$ cat config.mk
export PLATFORM = sky130hd
export DESIGN_NAME = aud_ser_tx
export DESIGN_NICKNAME = d
export VERILOG_FILES = /design/src/rtl/aud_tx_pkg.sv /design/src/rtl/aud_tx_clkgen.sv /design/src/rtl/aud_tx_slvsync.sv /design/src/rtl/aud_tx_slot.sv /design/src/rtl/aud_ser_tx.sv
export SDC_FILE = /design/constraint.sdc
export NUM_CORES = 1
export LEC_CHECK = 0
export BUFFER_PORTS_ARGS = -buffer_cell sky130_fd_sc_hd__buf_2
export CAP_MARGIN = 10
export CORE_UTILIZATION = 45
export CTS_CLUSTER_DIAMETER = 80
export DETAILED_ROUTE_END_ITERATION = 12
export PLACE_DENSITY = 0.72
export SYNTH_ARGS = -nofsm -noshare
export SYNTH_HDL_FRONTEND = slang
export SYNTH_SLANG_ARGS = --single-unit
$ cat constraint.sdc
create_clock -name clk -period 9.5 [get_ports clk]
set_input_delay 0.95 -clock clk [delete_from_list [all_inputs] [get_ports clk]]
set_output_delay 0.95 -clock clk [all_outputs]
set_load 0.02 [all_outputs]
$ cat src/rtl/aud_tx_pkg.sv
package aud_tx_pkg;

  localparam int WORD_W = 24;
  localparam int IDX_W  = $clog2(WORD_W);
  localparam int POS_W  = 8;
  localparam logic [POS_W-1:0] POS_MAX = '1;

  typedef enum logic [1:0] {
    FMT_RJ  = 2'b00,
    FMT_LJ  = 2'b01,
    FMT_I2S = 2'b10,
    FMT_DSP = 2'b11
  } fmt_e;

  typedef struct packed {
    logic             act;
    logic             rgt;
    logic [IDX_W-1:0] idx;
  } slot_t;

  // word-clock level that marks the left half
  function automatic logic left_lvl(fmt_e f);
    return (f == FMT_I2S) ? 1'b0 : 1'b1;
  endfunction

  // map a slot position to the word bit it carries (idx WORD_W-1 = MSB)
  function automatic slot_t map_slot(fmt_e f, logic [POS_W-1:0] pos,
                                     logic [POS_W-1:0] half, logic in_right);
    slot_t s;
    int p;
    int h;
    int b;
    p = int'(pos);
    h = int'(half);
    b = -1;
    s.rgt = in_right;
    if (pos != POS_MAX) begin
      case (f)
        FMT_LJ:  if (p < WORD_W) b = WORD_W - 1 - p;
        FMT_I2S: if (p >= 1 && p <= WORD_W) b = WORD_W - p;
        FMT_RJ:  if (p < h && p + WORD_W >= h) b = h - 1 - p;
        default: begin
          if (p >= 1 && p <= WORD_W) begin
            b = WORD_W - p;
            s.rgt = 1'b0;
          end else if (p > WORD_W && p <= 2 * WORD_W) begin
            b = 2 * WORD_W - p;
            s.rgt = 1'b1;
          end
        end
      endcase
    end
    s.act = (b >= 0);
    s.idx = s.act ? IDX_W'(b) : '0;
    return s;
  endfunction

endpackage

$ cat src/rtl/aud_tx_clkgen.sv
module aud_tx_clkgen
  import aud_tx_pkg::*;
#(
  parameter int DIV_SLOW = 4,
  parameter int DIV_FAST = 2,
  parameter int FRAME    = 64
) (
  input  logic clk,
  input  logic rst_n,
  input  logic run,
  input  logic fast,
  input  fmt_e fmt,
  output logic bclk,
  output logic evt,
  output logic lr_now,
  output logic mark,
  output logic go
);
  localparam int CW   = $clog2(DIV_SLOW > DIV_FAST ? DIV_SLOW : DIV_FAST);
  localparam int FW   = $clog2(FRAME);
  localparam int HALF = FRAME / 2;

  logic [CW-1:0] cnt, cnt_top, cnt_mid;
  logic [FW-1:0] fpos, fpos_nx;
  logic          fall_hit, rise_hit, ll, dsp;

  assign cnt_top  = fast ? CW'(DIV_FAST - 1)     : CW'(DIV_SLOW - 1);
  assign cnt_mid  = fast ? CW'(DIV_FAST / 2 - 1) : CW'(DIV_SLOW / 2 - 1);
  assign fall_hit = (cnt >= cnt_top);
  assign rise_hit = (cnt == cnt_mid);
  assign evt      = run & fall_hit;
  assign fpos_nx  = (fpos == FW'(FRAME - 1)) ? '0 : fpos + FW'(1);
  assign ll       = left_lvl(fmt);
  assign dsp      = (fmt == FMT_DSP);

  always_comb begin
    go = (fpos_nx == '0);
    if (dsp) begin
      lr_now = go;
      mark   = go;
    end else begin
      lr_now = (fpos_nx < FW'(HALF)) ? ll : ~ll;
      mark   = go | (fpos_nx == FW'(HALF));
    end
  end

  always_ff @(posedge clk) begin
    if (!rst_n || !run) begin
      cnt  <= '0;
      bclk <= 1'b0;
      fpos <= FW'(FRAME - 1);
    end else begin
      cnt <= fall_hit ? '0 : cnt + CW'(1);
      if (rise_hit) bclk <= 1'b1;
      if (fall_hit) begin
        bclk <= 1'b0;
        fpos <= fpos_nx;
      end
    end
  end


  bclk_low_after_fall_chk: assert property (@(posedge clk) disable iff (!rst_n)
    evt |=> !bclk);

endmodule

$ cat src/rtl/aud_tx_slvsync.sv
module aud_tx_slvsync #(
  parameter int SYNC = 2
) (
  input  logic clk,
  input  logic rst_n,
  input  logic bclk_in,
  input  logic lr_in,
  output logic evt,
  output logic lr_now
);
  logic [SYNC-1:0] b_sr, l_sr;
  logic            b_old;

  always_ff @(posedge clk) begin
    if (!rst_n) begin
      b_sr  <= '0;
      l_sr  <= '0;
      b_old <= 1'b0;
    end else begin
      b_sr  <= {b_sr[SYNC-2:0], bclk_in};
      l_sr  <= {l_sr[SYNC-2:0], lr_in};
      b_old <= b_sr[SYNC-1];
    end
  end

  assign evt    = b_old & ~b_sr[SYNC-1];
  assign lr_now = l_sr[SYNC-1];


  slave_fall_single_chk: assert property (@(posedge clk) disable iff (!rst_n)
    evt |=> !evt);

endmodule

$ cat src/rtl/aud_tx_slot.sv
module aud_tx_slot
  import aud_tx_pkg::*;
#(
  parameter int HALF_INIT = 32
) (
  input  logic             clk,
  input  logic             rst_n,
  input  logic             evt,
  input  logic             mark,
  input  logic             dsp,
  output logic [POS_W-1:0] pos,
  output logic [POS_W-1:0] half
);
  logic [POS_W-1:0] pos_q, half_q;
  logic             measure;

  assign measure = mark & ~dsp & (pos_q != POS_MAX);
  assign pos     = mark ? '0 : ((pos_q == POS_MAX) ? POS_MAX : pos_q + POS_W'(1));
  assign half    = measure ? pos_q + POS_W'(1) : half_q;

  always_ff @(posedge clk) begin
    if (!rst_n) begin
      pos_q  <= POS_MAX;
      half_q <= POS_W'(HALF_INIT);
    end else if (evt) begin
      pos_q  <= pos;
      half_q <= half;
    end
  end


  slot_hold_chk: assert property (@(posedge clk) disable iff (!rst_n)
    !evt |=> $stable(pos_q) && $stable(half_q));

endmodule

$ cat src/rtl/aud_ser_tx.sv
module aud_ser_tx
  import aud_tx_pkg::*;
#(
  parameter int DIV_SLOW    = 4,
  parameter int DIV_FAST    = 2,
  parameter int FRAME_SLOTS = 64,
  parameter int SYNC_STAGES = 2
) (
  input  logic              clk,
  input  logic              rst_n,
  input  logic              master_en,
  input  logic              quad_rate,
  input  logic [1:0]        fmt,
  input  logic [WORD_W-1:0] in_left,
  input  logic [WORD_W-1:0] in_right,
  input  logic              in_valid,
  output logic              in_ready,
  input  logic              bclk_in,
  input  logic              lrclk_in,
  output logic              bclk_out,
  output logic              lrclk_out,
  output logic              sdata_out
);
  localparam int HALF_INIT = FRAME_SLOTS / 2;

  fmt_e f;
  logic ll, dsp;
  assign f   = fmt_e'(fmt);
  assign ll  = left_lvl(f);
  assign dsp = (f == FMT_DSP);

  // master clock path
  logic m_bclk, m_evt, m_lr, m_mark, m_go;
  aud_tx_clkgen #(.DIV_SLOW(DIV_SLOW), .DIV_FAST(DIV_FAST), .FRAME(FRAME_SLOTS)) u_clkgen (
    .clk(clk), .rst_n(rst_n), .run(master_en), .fast(quad_rate), .fmt(f),
    .bclk(m_bclk), .evt(m_evt), .lr_now(m_lr), .mark(m_mark), .go(m_go)
  );

  // slave clock path
  logic s_evt_raw, s_lr, s_evt, s_mark, s_go;
  logic lr_seen;
  aud_tx_slvsync #(.SYNC(SYNC_STAGES)) u_sync (
    .clk(clk), .rst_n(rst_n), .bclk_in(bclk_in), .lr_in(lrclk_in),
    .evt(s_evt_raw), .lr_now(s_lr)
  );
  assign s_evt  = s_evt_raw & ~master_en;
  assign s_mark = dsp ? (s_lr & ~lr_seen) : (s_lr ^ lr_seen);
  assign s_go   = dsp ? (s_lr & ~lr_seen) : ((s_lr == ll) & (lr_seen != ll));

  // shared event stream
  logic evt, lr_now, mark, go;
  assign evt    = master_en ? m_evt  : s_evt;
  assign lr_now = master_en ? m_lr   : s_lr;
  assign mark   = master_en ? m_mark : s_mark;
  assign go     = master_en ? m_go   : s_go;

  logic [POS_W-1:0] pos_cur, half_cur;
  aud_tx_slot #(.HALF_INIT(HALF_INIT)) u_slot (
    .clk(clk), .rst_n(rst_n), .evt(evt), .mark(mark), .dsp(dsp),
    .pos(pos_cur), .half(half_cur)
  );

  // sample holding and current pair
  logic [WORD_W-1:0] hold_l, hold_r, cur_l, cur_r, nxt_l, nxt_r, use_l, use_r;
  logic              hold_full, acc, take;

  assign in_ready = ~hold_full;
  assign acc      = in_valid & ~hold_full;
  assign take     = evt & go;
  assign nxt_l    = hold_full ? hold_l : (in_valid ? in_left  : cur_l);
  assign nxt_r    = hold_full ? hold_r : (in_valid ? in_right : cur_r);
  assign use_l    = take ? nxt_l : cur_l;
  assign use_r    = take ? nxt_r : cur_r;

  always_ff @(posedge clk) begin
    if (!rst_n) begin
      hold_l    <= '0;
      hold_r    <= '0;
      hold_full <= 1'b0;
      cur_l     <= '0;
      cur_r     <= '0;
    end else begin
      if (take) begin
        cur_l     <= nxt_l;
        cur_r     <= nxt_r;
        hold_full <= 1'b0;
      end else if (acc) begin
        hold_l    <= in_left;
        hold_r    <= in_right;
        hold_full <= 1'b1;
      end
    end
  end

  // bit selection
  slot_t sl;
  logic  bit_nx;
  assign sl     = map_slot(f, pos_cur, half_cur, lr_now != ll);
  assign bit_nx = sl.act ? (sl.rgt ? use_r[sl.idx] : use_l[sl.idx]) : 1'b0;

  logic sd_q;
  always_ff @(posedge clk) begin
    if (!rst_n) begin
      sd_q    <= 1'b0;
      lr_seen <= 1'b0;
    end else if (evt) begin
      sd_q    <= bit_nx;
      lr_seen <= lr_now;
    end
  end

  assign sdata_out = sd_q;
  assign lrclk_out = master_en & lr_seen;
  assign bclk_out  = m_bclk;


  data_on_fall_only_chk: assert property (@(posedge clk) disable iff (!rst_n)
    !evt |=> $stable(sdata_out));


  hold_kept_chk: assert property (@(posedge clk) disable iff (!rst_n)
    hold_full && !take |=> hold_full && $stable(hold_l) && $stable(hold_r));


  bypass_leaves_empty_chk: assert property (@(posedge clk) disable iff (!rst_n)
    in_valid && in_ready && take |=> in_ready);

endmodule

==> results by group <==
Run status
  • Status: finished clean

Route
  • Drt pass-1 iters: 5
  • WL/cell: 17.92 um
  • Residual DRC count: 0
  • Final ANT Viol Nets: 0
  • 1st-iter DRT viols: between 700 and 800
  • DR vias: 7713
  • Vias per inst: 6.083
  • WL final: roughly 23 mm

Cells and area
  • Fin nets: 1122
  • Share of layout cells above drive strength 1: 13.14%
  • Most common cell after layout, fill and taps aside: nand2_1
  • FILL cells: around 1600
  • Util after Layout: 51.87%
  • Fin area: 0.009065 mm2
  • Most frequent cells in the layout: nand2_1, dfxtp_1, o22ai_1, a21oi_1, and2_1
  • Area delta synth->final: 11.72%
  • N_diodes: 0

Logic synthesis
  • Mapped cell area: 0.008114 mm2
  • Yosys top cell area share: 31.83%
  • EDFF count, synth: 0
  • Yosys warning total: 0
  • Yosys top cell by area: dfxtp_1
  • Seq/Total Area, Yosys: 31.83%
  • Post-synth cell types: 85
  • Mapped Nets: between 1000 and 1500
  • Mapped Avg Cell Area: 7.971 um2
  • Synth top area cells: dfxtp_1, o22ai_1, nand2_1, a21oi_1, ha_1
  • Synthesized flop and latch total: about 130
  • Post-Synthesis Cells: roughly 1000
  • Ys flop type: dfxtp_1
  • Ys async rst share: 0%

Floorplan
  • Die ar.: 0.01857 mm2
  • Die Y: 136.3 um
  • # IOs: 61
  • Die X-Extent: 136.3 um
  • Total core area: between 0.015 and 0.02 mm2
  • Cell row count: 48
  • Initial Utilization: 46.43%

Global routing
  • Vias in the first global route: 7006
  • Global-route wire length before repair: about 36 mm
  • Antenna violations before repair: 0
  • Remaining Overflow, GRT: 0
  • Total GRT Usage: roughly 25%
  • Largest net degree at the start of global routing: 100

Hold path
  • WHS Path Cells: 1
  • HP Start: u_sync.l_sr[0]$_SDFF_PN0_
  • Hold EP: u_sync.l_sr[1]$_SDFF_PN0_
  • Worst hold-check path type: reg2reg

Timing
  • Tmin final: 6531 ps
  • Final Setup Violations: 0
  • Slew Viols, Final: 0
  • Max Freq: ~150 MHz
  • RSZ-0062 raised after global routing: no
  • Final hold viol count: 0
  • Least-Margin Pin Slew: 1007 ps
  • Final WS setup: 2969 ps
  • Max transition margin: 32.85%
  • Layout Skew: about 10 ps
  • Final period util: about 69%
  • Total negative slack: 0 ps

Run
  • Number of max-cap violations: 0

Placement
  • Pre-CTS WS: between 2000 and 3000 ps
  • Post-DP HPWL: 15.16 mm
  • Final RePlAce weighted congestion: 0.9587
  • PortBufs: 60
  • Placed instance area: approximately 0.0085 mm2

Clock tree
  • CTS sink cnt: 129
  • Htree depth: 4
  • Num CTS Buffers: 17
  • Worst-Skew Late Latency: around 420 ps
  • Clk buf depth: 2
  • Root buffer cell: clkbuf_16
  • CTS Hold Bufs: 0
  • Setup repair bufs after CTS: 0
  • CTS tree: yes
  • Post-CTS sizing: 0
  • Clock-pin slew on the worst setup and hold paths: 60 ps

Worst setup path
  • Req. time, crit path: 9800 ps
  • Worst-path maximum fanout: 18
  • Critical R2R Launch: u_clkgen.fpos[0]$_SDFFE_PP1P_
  • Worst EP arrival: 6840 ps
  • Worst r2r dst: sdata_out$_SDFFE_PN0P_
  • Startpoint Class: flop
  • R2r setup slk: a little under 3000 ps
  • Crit. End Element: flop
  • R2R cell count: 24
  • Critical path type: reg2reg

Pwr
  • P_leak: 3.607 nW
  • PwrDens: slightly above 200 mW/mm2
  • Peak VDD IR: 0.1127 mV
[worst max-delay path by stage]
| stage | from | to | slack, ps | cells past startpoint |
|---|---|---|---|---|
| after detailed placement | fmt[0] | sdata_out$_SDFFE_PN0P_ | 2760 | 24 |
| after floorplan | fmt[0] | sdata_out$_SDFFE_PN0P_ | 3990 | 23 |
| after CTS | u_clkgen.fpos[0]$_SDFFE_PP1P_ | sdata_out$_SDFFE_PN0P_ | 3080 | 24 |
| after global routing | u_clkgen.fpos[0]$_SDFFE_PP1P_ | sdata_out$_SDFFE_PN0P_ | 2470 | 24 |
| final | u_clkgen.fpos[0]$_SDFFE_PP1P_ | sdata_out$_SDFFE_PN0P_ | 2970 | 24 |
| after global placement | fmt[0] | sdata_out$_SDFFE_PN0P_ | 2940 | 24 |
[final cells by class]
| type | instances | area, um2 | share of cell area (%) |
|---|---|---|---|
| well taps | 225 | 281.5 | 3.106 |
| flip-flops and latches | 129 | 2582 | 28.49 |
| inverters | 23 | 86.33 | 0.9524 |
| multi-input cells | 790 | 5150 | 56.81 |
| clock inverters | 11 | 126.4 | 1.394 |
| clock buffers | 21 | 470.5 | 5.190 |
| repair buffers | 69 | 367.9 | 4.058 |
[flip-flops by register name, indices dropped and copies added (netlist names), 2 cells and up]
signal and count:
cur_l 24, cur_r 24, hold_l 24, hold_r 24, u_slot.half_q 8, u_slot.pos_q 8, u_clkgen.fpos 6, u_clkgen.cnt 2
u_sync.b_sr 2, u_sync.l_sr 2
[report_power, final]
part / total, mW / internal, mW / leakage [nW] / switching (mW)
clock network: 0.667 / 0.409 / 0.294 / 0.258
logic: 0.578 / 0.219 / 2.26 / 0.359
registers: 0.583 / 0.564 / 1.05 / 0.0189
[logic make-up (layout without fill, tap and decap cells)]
family                     count (synthesis)  after routing  synth area share [%]
adders and majority gates                 35             35                 5.490
DFF                                      129            129                 31.83
xor gates and xnor gates                  25             25                 2.884
muxes                                     29             29                 3.778
and+or+nand+nor                          344            344                 20.74
buffers and inverters                     99            124                 4.965
AOI/OAI and AO/OA                        357            357                 30.32
[synth_stat cells, types with 3 or more instances]
library cell    n
o21ai_0        30
xnor2_1        16
and3_1          7
a21oi_1        85
o21bai_1        3
o211ai_1       16
mux2i_1        21
or3_1           3
a21boi_0       49
nor3_1         15
mux2_2          5
nand4_1         7
o32ai_1         4
buf_1           8
clkbuf_1       57
nand2b_1        3
buf_2           6
o31ai_1         9
o21a_1          3
o211a_1         3
nor4_1          3
a31oi_1         6
nor2_1         38
inv_1          21
a21o_1          9
dfxtp_1       129
xor2_1          7
a211oi_1        8
o22ai_1        99
nor2b_1         8
nand2_1       155
nand3_1        18
and2_1         66
ha_1           34
[metal layers]
layer	share of wire (%)	routed length [um]	vias to the layer above	global-route usage [%]
met1	45	10190	3602	33.42
met4	2.7	619	0	10.62
met5	0	0	-	0
met2	45	10240	312	38.21
met3	7.4	1674	54	5.145
li1	-	-	3745	-
[per-stage QoR]
step / total power [mW] / hold WS (ps) / instances
after floorplan: 1.033 / 411.9 / 1018
final: 1.827 / 435.7 / 1268
after CTS: 1.828 / 436.0 / 1268
after global routing: 1.919 / 461.0 / 1268
after detailed placement: 1.160 / 424.2 / 1236
after global placement: 1.154 / 413.2 / 1236
[critical path, cell delays in order (launching register included)]
cell and delay [ps]:
dfxtp_1 470, ha_1 270, inv_1 100, o41ai_4 480, mux2i_2 240, nor2_4 300
nand3_1 390, a21oi_1 390, ha_1 290, nand2_1 100, nor3_1 290, mux2i_1 150
xor2_1 160, ha_1 290, o211ai_1 80, a21oi_1 60, a211oi_1 380, o41ai_4 120
o311ai_4 160, or2_1 740, mux2i_1 320, o22ai_1 100, a2111o_1 380, o211ai_1 100
nor3_1 60
Power figures use the tool's default switching activity.
